==> src/rtl/ata_rd_pkg.sv <==
package ata_rd_pkg;

  localparam int LBA_W   = 28;
  localparam int REG_AW  = 4;
  localparam int N_STEPS = 7;
  localparam int STEP_W  = $clog2(N_STEPS);

  // register select: bit 3 = control block, bits 2:0 = register
  localparam logic [REG_AW-1:0] RA_DATA    = 4'h0;
  localparam logic [REG_AW-1:0] RA_FEAT    = 4'h1;
  localparam logic [REG_AW-1:0] RA_SCNT    = 4'h2;
  localparam logic [REG_AW-1:0] RA_LBA_LO  = 4'h3;
  localparam logic [REG_AW-1:0] RA_LBA_MID = 4'h4;
  localparam logic [REG_AW-1:0] RA_LBA_HI  = 4'h5;
  localparam logic [REG_AW-1:0] RA_DEVHEAD = 4'h6;
  localparam logic [REG_AW-1:0] RA_CMDSTAT = 4'h7;
  localparam logic [REG_AW-1:0] RA_DEVCTL  = 4'hE;

  localparam logic [7:0] FEAT_VAL      = 8'h00;
  localparam logic [7:0] SCNT_VAL      = 8'h01;
  localparam logic [7:0] CMD_RD_SECT   = 8'h20;
  localparam logic [7:0] DEVHEAD_FIXED = 8'hE0;
  localparam logic [7:0] CTL_SRST      = 8'h04;
  localparam logic [7:0] CTL_RUN       = 8'h00;

  localparam logic [7:0] MSK_XFER = 8'hC9;
  localparam logic [7:0] VAL_XFER = 8'h48;
  localparam logic [7:0] MSK_CMD  = 8'hC1;
  localparam logic [7:0] VAL_CMD  = 8'h40;
  localparam int ERR_BIT = 0;
  localparam int DRQ_BIT = 3;

  typedef enum logic [3:0] {
    S_PWRUP, S_RST_ON, S_RST_HOLD, S_RST_OFF, S_SETTLE,
    S_IDLE, S_PRE_STAT, S_DRAIN, S_CMD, S_POLL, S_FAIL
  } seq_state_e;

  typedef struct packed {
    logic [REG_AW-1:0] addr;
    logic [7:0]        data;
  } reg_wr_t;

endpackage

==> src/rtl/ata_cmd_step.sv <==
module ata_cmd_step
  import ata_rd_pkg::*;
(
  input  logic [STEP_W-1:0] step,
  input  logic [LBA_W-1:0]  lba,
  output reg_wr_t           wr
);

  always_comb begin
    unique case (step)
      3'd0:    wr = '{addr: RA_FEAT,    data: FEAT_VAL};
      3'd1:    wr = '{addr: RA_SCNT,    data: SCNT_VAL};
      3'd2:    wr = '{addr: RA_LBA_LO,  data: lba[7:0]};
      3'd3:    wr = '{addr: RA_LBA_MID, data: lba[15:8]};
      3'd4:    wr = '{addr: RA_LBA_HI,  data: lba[23:16]};
      3'd5:    wr = '{addr: RA_DEVHEAD, data: DEVHEAD_FIXED | {4'h0, lba[27:24]}};
      default: wr = '{addr: RA_CMDSTAT, data: CMD_RD_SECT};
    endcase
  end

endmodule

==> src/rtl/ata_stat_decode.sv <==
module ata_stat_decode
  import ata_rd_pkg::*;
(
  input  logic [7:0] status,
  input  logic       xfer_in,
  input  logic       cmd_in,
  output logic       xfer_out,
  output logic       cmd_out,
  output logic       err_hit,
  output logic       drq
);

  always_comb begin
    xfer_out = xfer_in;
    cmd_out  = cmd_in;
    err_hit  = status[ERR_BIT];
    drq      = status[DRQ_BIT];
    if ((status & MSK_XFER) == VAL_XFER) begin
      xfer_out = 1'b1;
      cmd_out  = 1'b0;
    end else if ((status & MSK_CMD) == VAL_CMD) begin
      xfer_out = 1'b0;
      cmd_out  = 1'b1;
    end
  end

endmodule

==> src/rtl/ata_wait_timer.sv <==
module ata_wait_timer #(
  parameter int W       = 16,
  parameter int RST_VAL = 0
)(
  input  logic         clk,
  input  logic         rst,
  input  logic         load,
  input  logic [W-1:0] value,
  output logic         expired
);

  logic [W-1:0] cnt;

  always_ff @(posedge clk) begin
    if (rst)              cnt <= W'(RST_VAL);
    else if (load)        cnt <= value;
    else if (cnt != '0)   cnt <= cnt - 1'b1;
  end

  assign expired = (cnt == '0);

endmodule

==> src/rtl/ata_sector_reader.sv <==
module ata_sector_reader
  import ata_rd_pkg::*;
#(
  parameter int POWERUP_CYC    = 3100,
  parameter int SRST_HOLD_CYC  = 12240,
  parameter int SETTLE_CYC     = 9300,
  parameter int POLL_LIMIT     = 1 << 20,
  parameter int WORDS_PER_SECT = 256,
  localparam int WC_W          = $clog2(WORDS_PER_SECT)
)(
  input  logic              clk,
  input  logic              rst,
  input  logic              rd_req,
  input  logic [LBA_W-1:0]  rd_lba,
  output logic              ready,
  output logic              rd_done,
  output logic              acc_req,
  output logic              acc_we,
  output logic [REG_AW-1:0] acc_addr,
  output logic [7:0]        acc_wdata,
  input  logic              acc_done,
  input  logic [7:0]        acc_rdata,
  input  logic              word_take,
  output logic [WC_W-1:0]   words_left,
  output logic              st_error,
  output logic              st_xfer_ok,
  output logic              st_cmd_ok,
  output logic              st_sect_avail,
  output logic              err_o
);

  localparam int DLY_MAX0 = (POWERUP_CYC > SRST_HOLD_CYC) ? POWERUP_CYC : SRST_HOLD_CYC;
  localparam int DLY_MAX  = (DLY_MAX0 > SETTLE_CYC) ? DLY_MAX0 : SETTLE_CYC;
  localparam int DLY_W    = $clog2(DLY_MAX + 1);
  localparam int TMO_W    = $clog2(POLL_LIMIT + 1);
  localparam logic [STEP_W-1:0] LAST_STEP   = STEP_W'(N_STEPS - 1);
  localparam logic [WC_W-1:0]   WORD_RELOAD = WC_W'(WORDS_PER_SECT - 1);

  seq_state_e        state;
  logic              acc_busy;
  logic [STEP_W-1:0] step;
  logic [LBA_W-1:0]  lba_q;
  logic              xfer_q, cmd_q, sect_q, err_q, err_out_q;
  logic              from_err, ready_q, done_q;
  logic [WC_W-1:0]   words_q;

  logic              acc_fin;
  logic              dly_load, dly_exp, tmo_load, tmo_exp;
  logic [DLY_W-1:0]  dly_val;
  reg_wr_t           wr_step;
  logic              dec_xfer, dec_cmd, dec_err, dec_drq;

  assign acc_fin = acc_busy & acc_done;

  ata_cmd_step u_step (
    .step (step),
    .lba  (lba_q),
    .wr   (wr_step)
  );

  ata_stat_decode u_dec (
    .status   (acc_rdata),
    .xfer_in  (xfer_q),
    .cmd_in   (cmd_q),
    .xfer_out (dec_xfer),
    .cmd_out  (dec_cmd),
    .err_hit  (dec_err),
    .drq      (dec_drq)
  );

  always_comb begin
    dly_load = 1'b0;
    dly_val  = DLY_W'(SRST_HOLD_CYC);
    if (state == S_RST_ON && acc_fin) begin
      dly_load = 1'b1;
    end else if (state == S_RST_OFF && acc_fin && !from_err) begin
      dly_load = 1'b1;
      dly_val  = DLY_W'(SETTLE_CYC);
    end
  end

  assign tmo_load = (state == S_IDLE && rd_req) ||
                    (state == S_CMD && acc_fin && step == LAST_STEP);

  ata_wait_timer #(.W(DLY_W), .RST_VAL(POWERUP_CYC)) u_dly (
    .clk     (clk),
    .rst     (rst),
    .load    (dly_load),
    .value   (dly_val),
    .expired (dly_exp)
  );

  ata_wait_timer #(.W(TMO_W), .RST_VAL(0)) u_tmo (
    .clk     (clk),
    .rst     (rst),
    .load    (tmo_load),
    .value   (TMO_W'(POLL_LIMIT)),
    .expired (tmo_exp)
  );

  always_ff @(posedge clk) begin
    if (rst) begin
      state     <= S_PWRUP;
      acc_busy  <= 1'b0;
      acc_we    <= 1'b0;
      acc_addr  <= '0;
      acc_wdata <= '0;
      step      <= '0;
      lba_q     <= '0;
      xfer_q    <= 1'b0;
      cmd_q     <= 1'b0;
      sect_q    <= 1'b0;
      err_q     <= 1'b0;
      err_out_q <= 1'b0;
      from_err  <= 1'b0;
      ready_q   <= 1'b0;
      done_q    <= 1'b0;
      words_q   <= '0;
    end else begin
      done_q <= 1'b0;

      if (word_take && sect_q) begin
        if (words_q == '0) sect_q  <= 1'b0;
        else               words_q <= words_q - 1'b1;
      end

      unique case (state)
        S_PWRUP: if (dly_exp) state <= S_RST_ON;

        S_RST_ON: begin
          if (!acc_busy) begin
            acc_busy  <= 1'b1;
            acc_we    <= 1'b1;
            acc_addr  <= RA_DEVCTL;
            acc_wdata <= CTL_SRST;
          end else if (acc_done) begin
            acc_busy <= 1'b0;
            state    <= S_RST_HOLD;
          end
        end

        S_RST_HOLD: if (dly_exp) state <= S_RST_OFF;

        S_RST_OFF: begin
          if (!acc_busy) begin
            acc_busy  <= 1'b1;
            acc_we    <= 1'b1;
            acc_addr  <= RA_DEVCTL;
            acc_wdata <= CTL_RUN;
          end else if (acc_done) begin
            acc_busy <= 1'b0;
            if (from_err) begin
              from_err  <= 1'b0;
              err_out_q <= 1'b0;
              done_q    <= 1'b1;
              ready_q   <= 1'b1;
              state     <= S_IDLE;
            end else begin
              state <= S_SETTLE;
            end
          end
        end

        S_SETTLE: begin
          if (dly_exp) begin
            ready_q <= 1'b1;
            state   <= S_IDLE;
          end
        end

        S_IDLE: begin
          if (rd_req) begin
            lba_q   <= rd_lba;
            ready_q <= 1'b0;
            err_q   <= 1'b0;
            sect_q  <= 1'b0;
            words_q <= '0;
            state   <= S_PRE_STAT;
          end
        end

        S_PRE_STAT: begin
          if (!acc_busy) begin
            acc_busy  <= 1'b1;
            acc_we    <= 1'b0;
            acc_addr  <= RA_CMDSTAT;
            acc_wdata <= '0;
          end else if (acc_done) begin
            acc_busy <= 1'b0;
            xfer_q   <= dec_xfer;
            cmd_q    <= dec_cmd;
            if (dec_err)      state <= S_FAIL;
            else if (dec_drq) state <= S_DRAIN;
            else if (dec_cmd) begin
              step  <= '0;
              state <= S_CMD;
            end else if (tmo_exp) state <= S_FAIL;
          end
        end

        S_DRAIN: begin
          if (!acc_busy) begin
            acc_busy  <= 1'b1;
            acc_we    <= 1'b0;
            acc_addr  <= RA_DATA;
            acc_wdata <= '0;
          end else if (acc_done) begin
            acc_busy <= 1'b0;
            state    <= S_PRE_STAT;
          end
        end

        S_CMD: begin
          if (!acc_busy) begin
            acc_busy  <= 1'b1;
            acc_we    <= 1'b1;
            acc_addr  <= wr_step.addr;
            acc_wdata <= wr_step.data;
          end else if (acc_done) begin
            acc_busy <= 1'b0;
            if (step == LAST_STEP) state <= S_POLL;
            else                   step  <= step + 1'b1;
          end
        end

        S_POLL: begin
          if (!acc_busy) begin
            acc_busy  <= 1'b1;
            acc_we    <= 1'b0;
            acc_addr  <= RA_CMDSTAT;
            acc_wdata <= '0;
          end else if (acc_done) begin
            acc_busy <= 1'b0;
            xfer_q   <= dec_xfer;
            cmd_q    <= dec_cmd;
            if (dec_err) state <= S_FAIL;
            else if (dec_xfer) begin
              sect_q  <= 1'b1;
              words_q <= WORD_RELOAD;
              done_q  <= 1'b1;
              ready_q <= 1'b1;
              state   <= S_IDLE;
            end else if (tmo_exp) state <= S_FAIL;
          end
        end

        S_FAIL: begin
          err_out_q <= 1'b1;
          err_q     <= 1'b1;
          xfer_q    <= 1'b0;
          cmd_q     <= 1'b0;
          sect_q    <= 1'b0;
          from_err  <= 1'b1;
          state     <= S_RST_ON;
        end

        default: state <= S_PWRUP;
      endcase
    end
  end

  assign ready         = ready_q;
  assign rd_done       = done_q;
  assign acc_req       = acc_busy;
  assign words_left    = words_q;
  assign st_error      = err_q;
  assign st_xfer_ok    = xfer_q;
  assign st_cmd_ok     = cmd_q;
  assign st_sect_avail = sect_q;
  assign err_o         = err_out_q;

endmodule

==> config.mk <==
export PLATFORM = sky130hd
export DESIGN_NAME = ata_sector_reader
export DESIGN_NICKNAME = d
export VERILOG_FILES = /design/src/rtl/ata_rd_pkg.sv /design/src/rtl/ata_cmd_step.sv /design/src/rtl/ata_stat_decode.sv /design/src/rtl/ata_wait_timer.sv /design/src/rtl/ata_sector_reader.sv
export SDC_FILE = /design/constraint.sdc
export NUM_CORES = 1
export LEC_CHECK = 0
export ABC_AREA = 1
export CORE_MARGIN = 2
export CORE_UTILIZATION = 53
export DETAILED_ROUTE_END_ITERATION = 10
export DONT_BUFFER_PORTS = 1
export HOLD_SLACK_MARGIN = 0.05
export PLACE_DENSITY = 0.67
export SYNTH_ARGS = -nofsm -noshare
export SYNTH_HDL_FRONTEND = slang
export SYNTH_HIERARCHICAL = 1
export SYNTH_SLANG_ARGS = --single-unit
==> constraint.sdc <==
create_clock -name clk -period 5.8 [get_ports clk]
set_input_delay 1.45 -clock clk [delete_from_list [all_inputs] [get_ports clk]]
set_output_delay 1.45 -clock clk [all_outputs]
set_load 0.005 [all_outputs]
-- Word-level counts from Yosys, hierarchy flattened
Cells that the tools add are included.
- add/sub/neg operators: 4
- eq/ne operators: 52
- mux-type cells: 109
- bitwise operators: 1
- reductions and logical operators: 44
- operators with widths (operator ; count):
    $mux 4 ; 27
    $mux 8 ; 10
    $pmux 11 s6 ; 1
    $ne 2x2->1 const B ; 31
    $pmux 4 s11 ; 1
    $mux 1 ; 43
    $mux 21 ; 2
    $mux 14 ; 2
    $mux 12 ; 2
    $mux 3 ; 8
    $pmux 8 s3 ; 1
    $logic_not 21->1 ; 1
    $reduce_bool 21->1 ; 1
    $sub 21x1->21 const B ; 1
    $eq 4x3->1 const B ; 5
    $reduce_and 17->1 ; 1
    $pmux 4 s4 ; 1
    $pmux 8 s2 ; 1
    $logic_not 14->1 ; 1
    $pmux 1 s2 ; 7
    $reduce_bool 14->1 ; 1
    $reduce_bool 2->1 ; 7
    $sub 14x1->14 const B ; 1
    $eq 4x4->1 const B ; 3
    other kinds (30) ; 51
- register bits after elaboration: 100
- bits of input ports: 41
- output and inout port bits: 29
- logic and storage cells: 229

-- Depth between registers and ports, before layout
Gate-level depths: netlist of run 1.
- depth in word-level cells: 9
- gate-level depth with buffers: 16

-- By module
Netlist of run 1, hierarchy kept.
- modules (own cells, without submodules) (module ; times used ; cells each ; area each (µm²)):
    ata_sector_reader ; 1 ; 445 ; 3040.4
    ata_wait_timer at u_tmo ; 1 ; 225 ; 1428.9
    ata_wait_timer at u_dly ; 1 ; 161 ; 1054.8
    ata_cmd_step ; 1 ; 80 ; 370.4
    ata_stat_decode ; 1 ; 16 ; 68.8

-- Worst setup path before layout of run 1
OpenSTA, ideal clock, no wires.
- path kind: input port to flip-flop
- start point: in acc_done
- end point: reg u_dly.cnt[12]
- library setup time: 0.112 ns
- arrival: 2.720 ns
- setup slack: 2.968 ns
- stages on the path: 11
- path buffers: 1
- path through: nand2_1 > clkinv_1 > nand2_1 > nor2_1 > inv_1 > o21ai_0 > inv_1 > clkbuf_8 > or2_2 > nand2_1 > nor2_2
- longest elaborated chain between the ends: 6
- RTL lines (element ; RTL line ; RTL):
    from (decl) ; ata_sector_reader.sv:21 ; input logic acc_done,
    $and 1x1->1 * ; ata_sector_reader.sv:53 ; assign acc_fin = acc_busy & acc_done;
    $logic_and 1x1->1 (2 in a row) ; ata_sector_reader.sv:76 ; end else if (state == S_RST_OFF && acc_fin && !from_err) begin
    $mux 1 ; ata_sector_reader.sv:76 ;
    $mux 1 * ; ata_sector_reader.sv:74 ; if (state == S_RST_ON && acc_fin) begin
    via dly_load ; ata_sector_reader.sv:48 ; logic dly_load, dly_exp, tmo_load, tmo_exp;
    $mux 14 or $reduce_bool 2->1 (tied branches) ; -- ;
    to (signal assigned) ; ata_wait_timer.sv:15 ; if (rst) cnt <= W'(RST_VAL);
    to (signal assigned) ; ata_wait_timer.sv:16 ; else if (load) cnt <= value;
    to (signal assigned) ; ata_wait_timer.sv:17 ; else if (cnt != '0) cnt <= cnt - 1'b1;
    to (decl) ; ata_wait_timer.sv:12 ; logic [W-1:0] cnt;
Mark *: on every way through the listed nets, which the timed path passes. The rest lies on a longest branch.
A chain may end at the register's enable or synchronous reset.

-- Worst setup path in the final report of run 1
- start point: in acc_done
- end point: reg u_dly.cnt[9]
Same word-level chain as after synthesis.

==> reports/metrics.yaml, run 1 <==
global_route:
  grt_pass1_vias: 5153
  grt_overflow: 0
  grt_pass1_wl_mm: 23.4
  grt_max_degree: 75
  grt_use_total: 0.246
  antenna_found_initial: 0
routing:
  wl_per_cell_um: 12.9
  drc_errors: 0
  drt-pass1-iter-count: 5
  drt_wl_total_mm: 14.0
  via_per_inst: 5.18
  antenna_left: 0
  num_vias: 5612
  drtIter0Drc: 324
clocking:
  clk_pin_slew_worst_paths_ns: 0.09
  numCtsBuffers: 9
  htreeDepth: 3
  ctsHoldBuffers: 0
  cts-root-buf: "clkbuf_8"
  cts_tree: "done"
  worstSkewPairLatency_ns: 0.39
  cts_setup_buffers: 0
  cts.sinks: 100
  ctsResizeCount: 0
  cts_buffer_depth: 2
floorplan:
  die_h_um: 110
  ioPinCount: 70
  fp.dieW_um: 110
  dieArea_um2: 12100
  core_um2: 10900
  start_util: 0.548
  num_rows: 38
cells_and_area:
  final_util: 0.578
  drive_gt1_frac: 0.107
  diodes: 0
  area_growth_pct: 5.60
  final_nets: 987
  final_cells: 1083
timing:
  rsz0062_at_grt: "false"
  finalClockSkew_ns: 0.0189
  setup_viol_count_final: 0
  slew_viol_final: 0
  tns_ns: 0
  maxSlewHeadroom: 0.459
  worst_pin_slew_ns: 0.810
  hold_viol_final: 0
  post-route-period-util: 0.607
  max_freq_ghz: 0.284
  whs_ns: 0.465
  finalCriticalPeriod_ns: 3.52
setup_path:
  critPathCaptureType: "flop"
  slowest_stage: "inv_1"
  crit_arrival_ns: 3.80
  criticalPathCategory: "input port to flop"
  critical_path_buf_inv_count: 4
  critPathMaxFanout: 23
  crit_family: "buffers and inverters"
  startpoint_type: "input port"
  required_ns: 6.08
  reg2reg_depth: 11
  path_depth: 11
  cp_cell_sequence: "nand2_1 -> clkinv_1 -> nand2_1 -> nor2_1 -> inv_1 -> o21ai_0 -> buf_4 -> inv_1 -> nand3_4 -> nand3_1 -> nor2_1"
  slowest_delay_ns: 0.60
pwr:
  vdd_ir_drop_max_v: 0.000234
  p_per_area_nw_per_um2: 331
  leakagePower_uw: 0.00276
logic_synthesis:
  yosysSeqAreaShare: 0.336
  ys.flop_type: "dfxtp_1"
  yosysWarnings: 6
  synth_cell_types: 44
  syn_avg_cell_area_um2: 6.43
  synthCells: 927
  netlist_area_um2: 5960
  synth-seq-cells: 100
  synthArstFlopShare: 0
  synth_edf_count: 0
placement:
  port-buffer-count: 0
  gp_congestion: 0.963
  dpl.hpwl_mm: 10.3
  place_inst: 1068
min_path:
  holdCritPathClass: "flop to flop"
  whs_path_depth: 2
status:
  status: "finished clean"
run:
  drv_cap: 0
==> layout by cell type (no fill, tap or decap), drive strengths merged, types with 2 or more instances in the layout <==
| master | netlist | routed |
|---|---|---|
| nor3 | 4 | 4 |
| buf | 20 | 2 |
| inv | 103 | 105 |
| dfxtp | 100 | 100 |
| xor2 | 8 | 8 |
| or2 | 4 | 4 |
| nand4 | 24 | 24 |
| a21oi | 78 | 78 |
| o21ai | 36 | 36 |
| clkbuf | 9 | 11 |
| a21boi | 2 | 2 |
| o211ai | 4 | 4 |
| clkinv | 3 | 3 |
| xnor2 | 3 | 3 |
| o21a | 3 | 3 |
| nor2 | 133 | 133 |
| nand2 | 302 | 302 |
| conb | 3 | 31 |
| nand3 | 74 | 74 |
| ha | 7 | 7 |
==> routing by layer <==
metal	vias to the layer above	GRT usage	part of all wire
met5	-	0	0
met4	0	0.0687	0.010
met3	13	0.0776	0.060
met2	125	0.415	0.48
met1	2542	0.300	0.45
li1	2932	-	-
==> layout make-up <==
| class | count | area (um^2) |
|---|---|---|
| clock buffer | 11 | 151 |
| clock inverter | 4 | 55.1 |
| fill | 1069 | 4590 |
| inverter | 106 | 402 |
| multi-input combinational | 720 | 3500 |
| sequential | 100 | 2000 |
| tap | 140 | 175 |
| timing repair buffer | 2 | 15.0 |
==> state kept, by name (all words and copies together), names as in the netlist, 3 cells and up <==
register,count
words_left,8
acc_wdata,8
state,4
step,3
u_dly/cnt,14
u_tmo/cnt,21
acc_addr,4
lba_q,28
==> Yosys cell counts (3+ instances only) <==
library cell | count | share of area
a21oi_1 | 76 | 0.064
buf_2 | 10 | 0.0084
buf_4 | 7 | 0.0088
clkbuf_1 | 8 | 0.0050
conb_1 | 3 | 0.0019
dfxtp_1 | 100 | 0.34
ha_1 | 7 | 0.015
inv_1 | 90 | 0.057
inv_2 | 12 | 0.0076
nand2_1 | 290 | 0.18
nand2_2 | 8 | 0.0084
nand2_4 | 4 | 0.0076
nand3_1 | 68 | 0.057
nand3_2 | 5 | 0.0084
nand4_1 | 23 | 0.024
nor2_1 | 92 | 0.058
nor2_2 | 24 | 0.025
nor2_4 | 17 | 0.032
nor3_1 | 4 | 0.0034
o21a_1 | 3 | 0.0038
o21ai_0 | 24 | 0.020
o21ai_1 | 12 | 0.010
or2_2 | 4 | 0.0042
xnor2_1 | 3 | 0.0044
xor2_1 | 8 | 0.012
==> tightest hold or removal path, delay by kind of cell, from the launching register on <==
family	cells	cell delay, ns
flip-flops	1	0.32
AND/OR/NAND/NOR	1	0.06
AO/OA/AOI/OAI	1	0.05
==> through the flow <==
stage               total power, uW  area [um^2]  setup WS (ns)
floorplan                      1490         6070           2.97
global placement               1600         6090           1.96
detailed placement             1620         6090           1.96
CTS                            2100         6300           2.38
global route                   2250         6300           2.13
finish                         2080         6300           2.28
==> worst paths after layout <==
| check | startpoint | to | slack (ns) |
|---|---|---|---|
| hold / removal | lba_q[10] | lba_q[10] | 0.47 |
| hold reg to reg | lba_q[10] | lba_q[10] | 0.47 |
| setup reg to reg | acc_req | u_dly/cnt[9] | 2.94 |
| setup / recovery | acc_done | u_dly/cnt[9] | 2.28 |
==> cell families (layout without fill, tap and decap cells) <==
group                      count (synthesis)  count (layout)  share of synthesized area
other                                      3              31                    0.00189
buffers and inverters                    135             123                     0.0963
adders and majority gates                  7               7                     0.0147
AOI/OAI and AO/OA                        127             127                      0.116
xor gates and xnor gates                  11              11                     0.0162
DFF                                      100             100                      0.336
and+or+nand+nor                          544             544                      0.419
==> where the power goes <==
part,leakage (uW),internal [uW],switching [uW]
clock network,0.000102,224,246
logic,0.00185,280,511
registers,0.000809,754,67.3
total,0.00276,1260,824
(Power assumes the default switching activity.)
==> run 2, diff against run 1 <==
==> constraint.sdc (replaced) <==
create_clock -name clk -period 3.3 [get_ports clk]
set_input_delay 0.825 -clock clk [delete_from_list [all_inputs] [get_ports clk]]
set_output_delay 0.825 -clock clk [all_outputs]
set_load 0.005 [all_outputs]
==> reports/metrics.yaml, run 2 (synthesis gave the netlist of run 1 again) <==
placement:
  placed_area_um2: 6130
  dpl.hpwl_mm: 10.4
  gp_congestion: 0.946
  port-buffer-count: 0
setup_path:
  startpoint_type: "flop"
  crit_arrival_ns: 2.73
  critPathCaptureType: "flop"
  critPathMaxFanout: 8
  required_ns: 3.57
  criticalPathCategory: "flop to flop"
clocking:
  cts-root-buf: "clkbuf_8"
  numCtsBuffers: 9
  htreeDepth: 3
  ctsResizeCount: 0
  worstSkewPairLatency_ns: 0.38
  ctsHoldBuffers: 0
  clk_pin_slew_worst_paths_ns: 0.09
  cts_tree: "done"
  cts.sinks: 100
  cts_setup_buffers: 0
  cts_buffer_depth: 2
cells_and_area:
  reg.largest.list: "lba_q: 28 flops, u_tmo/cnt: 21 flops, u_dly/cnt: 14 flops"
  fillers: 1078
  largest_reg_flops: 28
  final_nets: 992
  final_common_cell: "nand2_1"
  multi_input_area_um2: 3500
  largest_register: "lba_q"
  drive_gt1_frac: 0.112
  finalInstanceArea_um2: 6330
  final_util: 0.581
  final_cell_mix: "nand2_1 (290), dfxtp_1 (100), nor2_1 (92)"
  diodes: 0
  seq_area_um2: 2000
  area_growth_pct: 6.11
floorplan:
  ioPinCount: 70
  fp.dieW_um: 110
  die_h_um: 110
  start_util: 0.548
  dieArea_um2: 12100
  core_um2: 10900
  num_rows: 38
global_route:
  antenna_found_initial: 0
  grt_use_total: 0.246
  grt_max_degree: 75
  grt_pass1_wl_mm: 23.6
  grt_overflow: 0
  grt_pass1_vias: 5281
pwr:
  leakagePower_uw: 0.00278
  p_per_area_nw_per_um2: 575
  vdd_ir_drop_max_v: 0.000410
routing:
  drc_errors: 0
  via_per_inst: 5.15
  drtIter0Drc: 391
  wl_per_cell_um: 12.8
  drt-pass1-iter-count: 5
  num_vias: 5602
  antenna_left: 0
  drt_wl_total_mm: 13.9
min_path:
  holdCritPathClass: "flop to flop"
run:
  drv_cap: 0
status:
  status: "finished clean"
timing:
  tns_ns: 0
  max_freq_ghz: 0.406
  slew_viol_final: 0
  rsz0062_at_grt: "false"
  worst_pin_slew_ns: 0.530
  finalCriticalPeriod_ns: 2.46
  setup_viol_count_final: 0
  post-route-period-util: 0.746
  finalClockSkew_ns: 0.0123
  hold_viol_final: 0
  maxSlewHeadroom: 0.646
-- run 2: cell types whose count changed in the layout (fill, tap and decap cells not counted), sizes merged --
cell / change
clkinv: +3
buf: +5
clkbuf: -1
inv: -1
clkinvlp: -1
-- run 2: cell type report --
type,count,area share
Timing Repair Buffer,7,0.00831
Tap cell,140,0.0277
Clock inverter,5,0.00969
Inverter,106,0.0635
Clock buffer,10,0.0218
Sequential cell,100,0.316
Multi-Input combinational cell,720,0.553
-- run 2: power by group --
part           leakage, uW  switching (uW)  total (uW)  internal, uW
Clock             0.000103             429         800           371
Sequential        0.000809             123        1450          1330
Combinational      0.00187             897        1390           492
-- run 2: metal layers --
metal  vias up  GRT usage  wire (um)
met3         7     0.0741        918
li1       2938          -          -
met1      2524      0.305       6290
met4         0     0.0561         97
met5         -          0          0
met2       133      0.420       6610
-- run 2: stage by stage --
stage          setup WS, ns  hold WS (ns)  std cells  power [uW]
2_1_floorplan          1.09         0.444        955        2610
3_3_place_gp          0.664         0.449       1073        2810
3_5_place_dp          0.642         0.452       1073        2850
4_1_cts               0.823         0.466       1088        3670
5_1_grt               0.592         0.472       1088        3950
6_report              0.839         0.466       1088        3640
-- run 2: path summary, 6_finish.rpt --
| check | start | depth (start not counted) | to | slack [ns] |
|---|---|---|---|---|
| worst max-delay path | state[1] | 11 | u_dly/cnt[11] | 0.84 |
| worst min-delay path | lba_q[11] | 2 | lba_q[11] | 0.47 |
| worst max register to register | state[1] | 11 | u_dly/cnt[11] | 0.84 |
| worst min register to register | lba_q[11] | 2 | lba_q[11] | 0.47 |
-- run 2: worst max-delay path, cell delays in order (launching register included) --
cell and delay, ns:
dfxtp_1 0.52, nand2_1 0.13, nor2_1 0.24, nand2_1 0.11, nor2_1 0.28, inv_1 0.15, o21ai_0 0.14, inv_1 0.20
buf_4 0.21, or2_2 0.27, nand3_1 0.08, nand2_1 0.04
==> run 3, diff against run 2 <==
--- a/config.mk
+++ b/config.mk
@@ -5,7 +5,7 @@
 export SDC_FILE = /design/constraint.sdc
 export NUM_CORES = 1
 export LEC_CHECK = 0
-export ABC_AREA = 1
+export ABC_AREA = 0
 export CORE_MARGIN = 2
 export CORE_UTILIZATION = 53
 export DETAILED_ROUTE_END_ITERATION = 10
==> constraint.sdc (replaced) <==
create_clock -name clk -period 2.3 [get_ports clk]
set_input_delay 0.575 -clock clk [delete_from_list [all_inputs] [get_ports clk]]
set_output_delay 0.575 -clock clk [all_outputs]
set_load 0.005 [all_outputs]
==> reports/metrics.yaml, run 3 <==
timing:
  slew_viol_final: 0
  finalClockSkew_ns: 0.0133
  maxSlewHeadroom: 0.656
  hold_viol_final: 0
  rsz0062_at_grt: "false"
  worst_pin_slew_ns: 0.513
  post-route-period-util: 0.945
  finalCriticalPeriod_ns: 2.17
  setup_viol_count_final: 0
  max_freq_ghz: 0.460
  tns_ns: 0
global_route:
  grt_pass1_wl_mm: 20.5
  grt_pass1_vias: 4458
  antenna_found_initial: 0
  grt_overflow: 0
  grt_use_total: 0.223
  grt_max_degree: 87
floorplan:
  fp.dieW_um: 105
  num_rows: 36
  dieArea_um2: 11000
  ioPinCount: 70
  core_um2: 9820
  die_h_um: 105
  start_util: 0.548
pwr:
  p_per_area_nw_per_um2: 775
  leakagePower_uw: 0.00207
  vdd_ir_drop_max_v: 0.000500
cells_and_area:
  multi_input_area_um2: 3210
  seq_area_um2: 2000
  drive_gt1_frac: 0.124
  largest_reg_flops: 28
  fillers: 922
  area_growth_pct: 9.42
  diodes: 0
  final_cell_mix: "nand2_1 (110), dfxtp_1 (100), a21oi_1 (69)"
  final_nets: 743
  finalInstanceArea_um2: 5890
  largest_register: "lba_q"
  reg.largest.list: "lba_q: 28 flops, u_tmo/cnt: 21 flops, u_dly/cnt: 14 flops"
  final_common_cell: "nand2_1"
placement:
  port-buffer-count: 0
  placed_area_um2: 5650
  dpl.hpwl_mm: 8.48
  gp_congestion: 0.903
min_path:
  whs_path_depth: 1
  holdCritPathClass: "input port to flop"
routing:
  via_per_inst: 5.62
  antenna_left: 0
  num_vias: 4681
  drtIter0Drc: 198
  wl_per_cell_um: 14.3
  drc_errors: 0
  drt_wl_total_mm: 11.9
  drt-pass1-iter-count: 4
setup_path:
  critical_path_buf_inv_count: 1
  crit_family: "compound AO/OA/AOI/OAI gates"
  crit_arrival_ns: 2.49
  required_ns: 2.61
  path_depth: 9
  reg2reg_depth: 9
  criticalPathCategory: "flop to flop"
  slowest_stage: "a221o_2"
  slowest_delay_ns: 0.37
  r2r_slack_ns: 0.13
  cp_cell_sequence: "inv_1 -> ha_1 -> nor4b_2 -> and4_1 -> a211o_1 -> a21oi_1 -> a221o_2 -> a211o_1 -> nand2_1"
  critPathCaptureType: "flop"
  startpoint_type: "flop"
  cpMostUsedCell: "a211o_1"
  critPathMaxFanout: 8
clocking:
  htreeDepth: 3
  cts_buffer_depth: 2
  numCtsBuffers: 9
  cts-root-buf: "clkbuf_8"
  cts_tree: "done"
  clk_pin_slew_worst_paths_ns: 0.10
  worstSkewPairLatency_ns: 0.36
  cts_setup_buffers: 0
  cts.sinks: 100
logic_synthesis:
  synth_most_common_cell: "nand2_1"
  yosys.area.top_type_share: 0.372
  synthArstFlopShare: 0
  synth_edf_count: 0
  netlist_area_um2: 5380
  yosysWarnings: 6
  synth_cell_types: 87
  synth-seq-cells: 100
  synthCells: 669
  syn_avg_cell_area_um2: 8.04
  yosysTopAreaCell: "dfxtp_1"
  ys.flop_type: "dfxtp_1"
  yosysSeqAreaShare: 0.372
  yosys-top-cells-area: "dfxtp_1 (37%), nand2_1 (7.7%), a21oi_1 (6.4%)"
  synthTopCellsByCount: "nand2_1 (110), dfxtp_1 (100), a21oi_1 (69), nor2_1 (42), o21ai_0 (26)"
run:
  drv_cap: 0
status:
  status: "finished clean"
## run 3: repair_timing
item	4_1_cts	5_1_grt
hold buffers	0	0
gates resized for setup	0	5
endpoints found under the setup margin	0	2
## run 3: cell type report
type	instances	share of cell area
clock buffer	11	0.0257
inverter	20	0.0128
timing repair buffer	29	0.0370
tap	133	0.0283
sequential	100	0.340
clock inverter	5	0.0113
multi-input combinational	535	0.545
## run 3: power breakdown
part | internal, uW | total [uW] | switching, uW
clock network | 580 | 1210 | 629
logic | 668 | 1300 | 636
registers | 1890 | 2050 | 161
total | 3140 | 4560 | 1430
## run 3: kinds of logic after synthesis
kind of cell / share of synthesized area
mux: 0.0349
fa+ha+maj: 0.0163
simple gates: 0.289
flops: 0.372
buf+inv: 0.0551
xor+xnor: 0.0472
other cells: 0.00209
compound gates: 0.183
## run 3: worst paths after layout
| path | startpoint | end |
|---|---|---|
| setup / recovery | u_dly/cnt[0] | state[2] |
| hold / removal | rst | u_tmo/cnt[19] |
| setup reg to reg | u_dly/cnt[0] | state[2] |
| hold reg to reg | lba_q[16] | lba_q[16] |
## run 3: per-stage QoR
stage	power [uW]	util	hold WS, ns	cells	setup WS [ns]
after floorplan	3130	-	0.431	697	0.0738
after global placement	3320	0.576	0.436	817	0.122
after detailed placement	3360	0.576	0.441	817	0.0823
after CTS	4580	0.598	0.252	833	0.0421
after global routing	4870	0.600	0.243	833	0.00624
final	4560	0.600	0.281	833	0.126
## run 3: layer usage
metal / GRT usage / vias up / wire [um]
li1: - / 2387 / -
met1: 0.293 / 2175 / 5580
met2: 0.360 / 104 / 5580
met3: 0.0599 / 15 / 617
met4: 0.0667 / 0 / 165
met5: 0 / - / 0
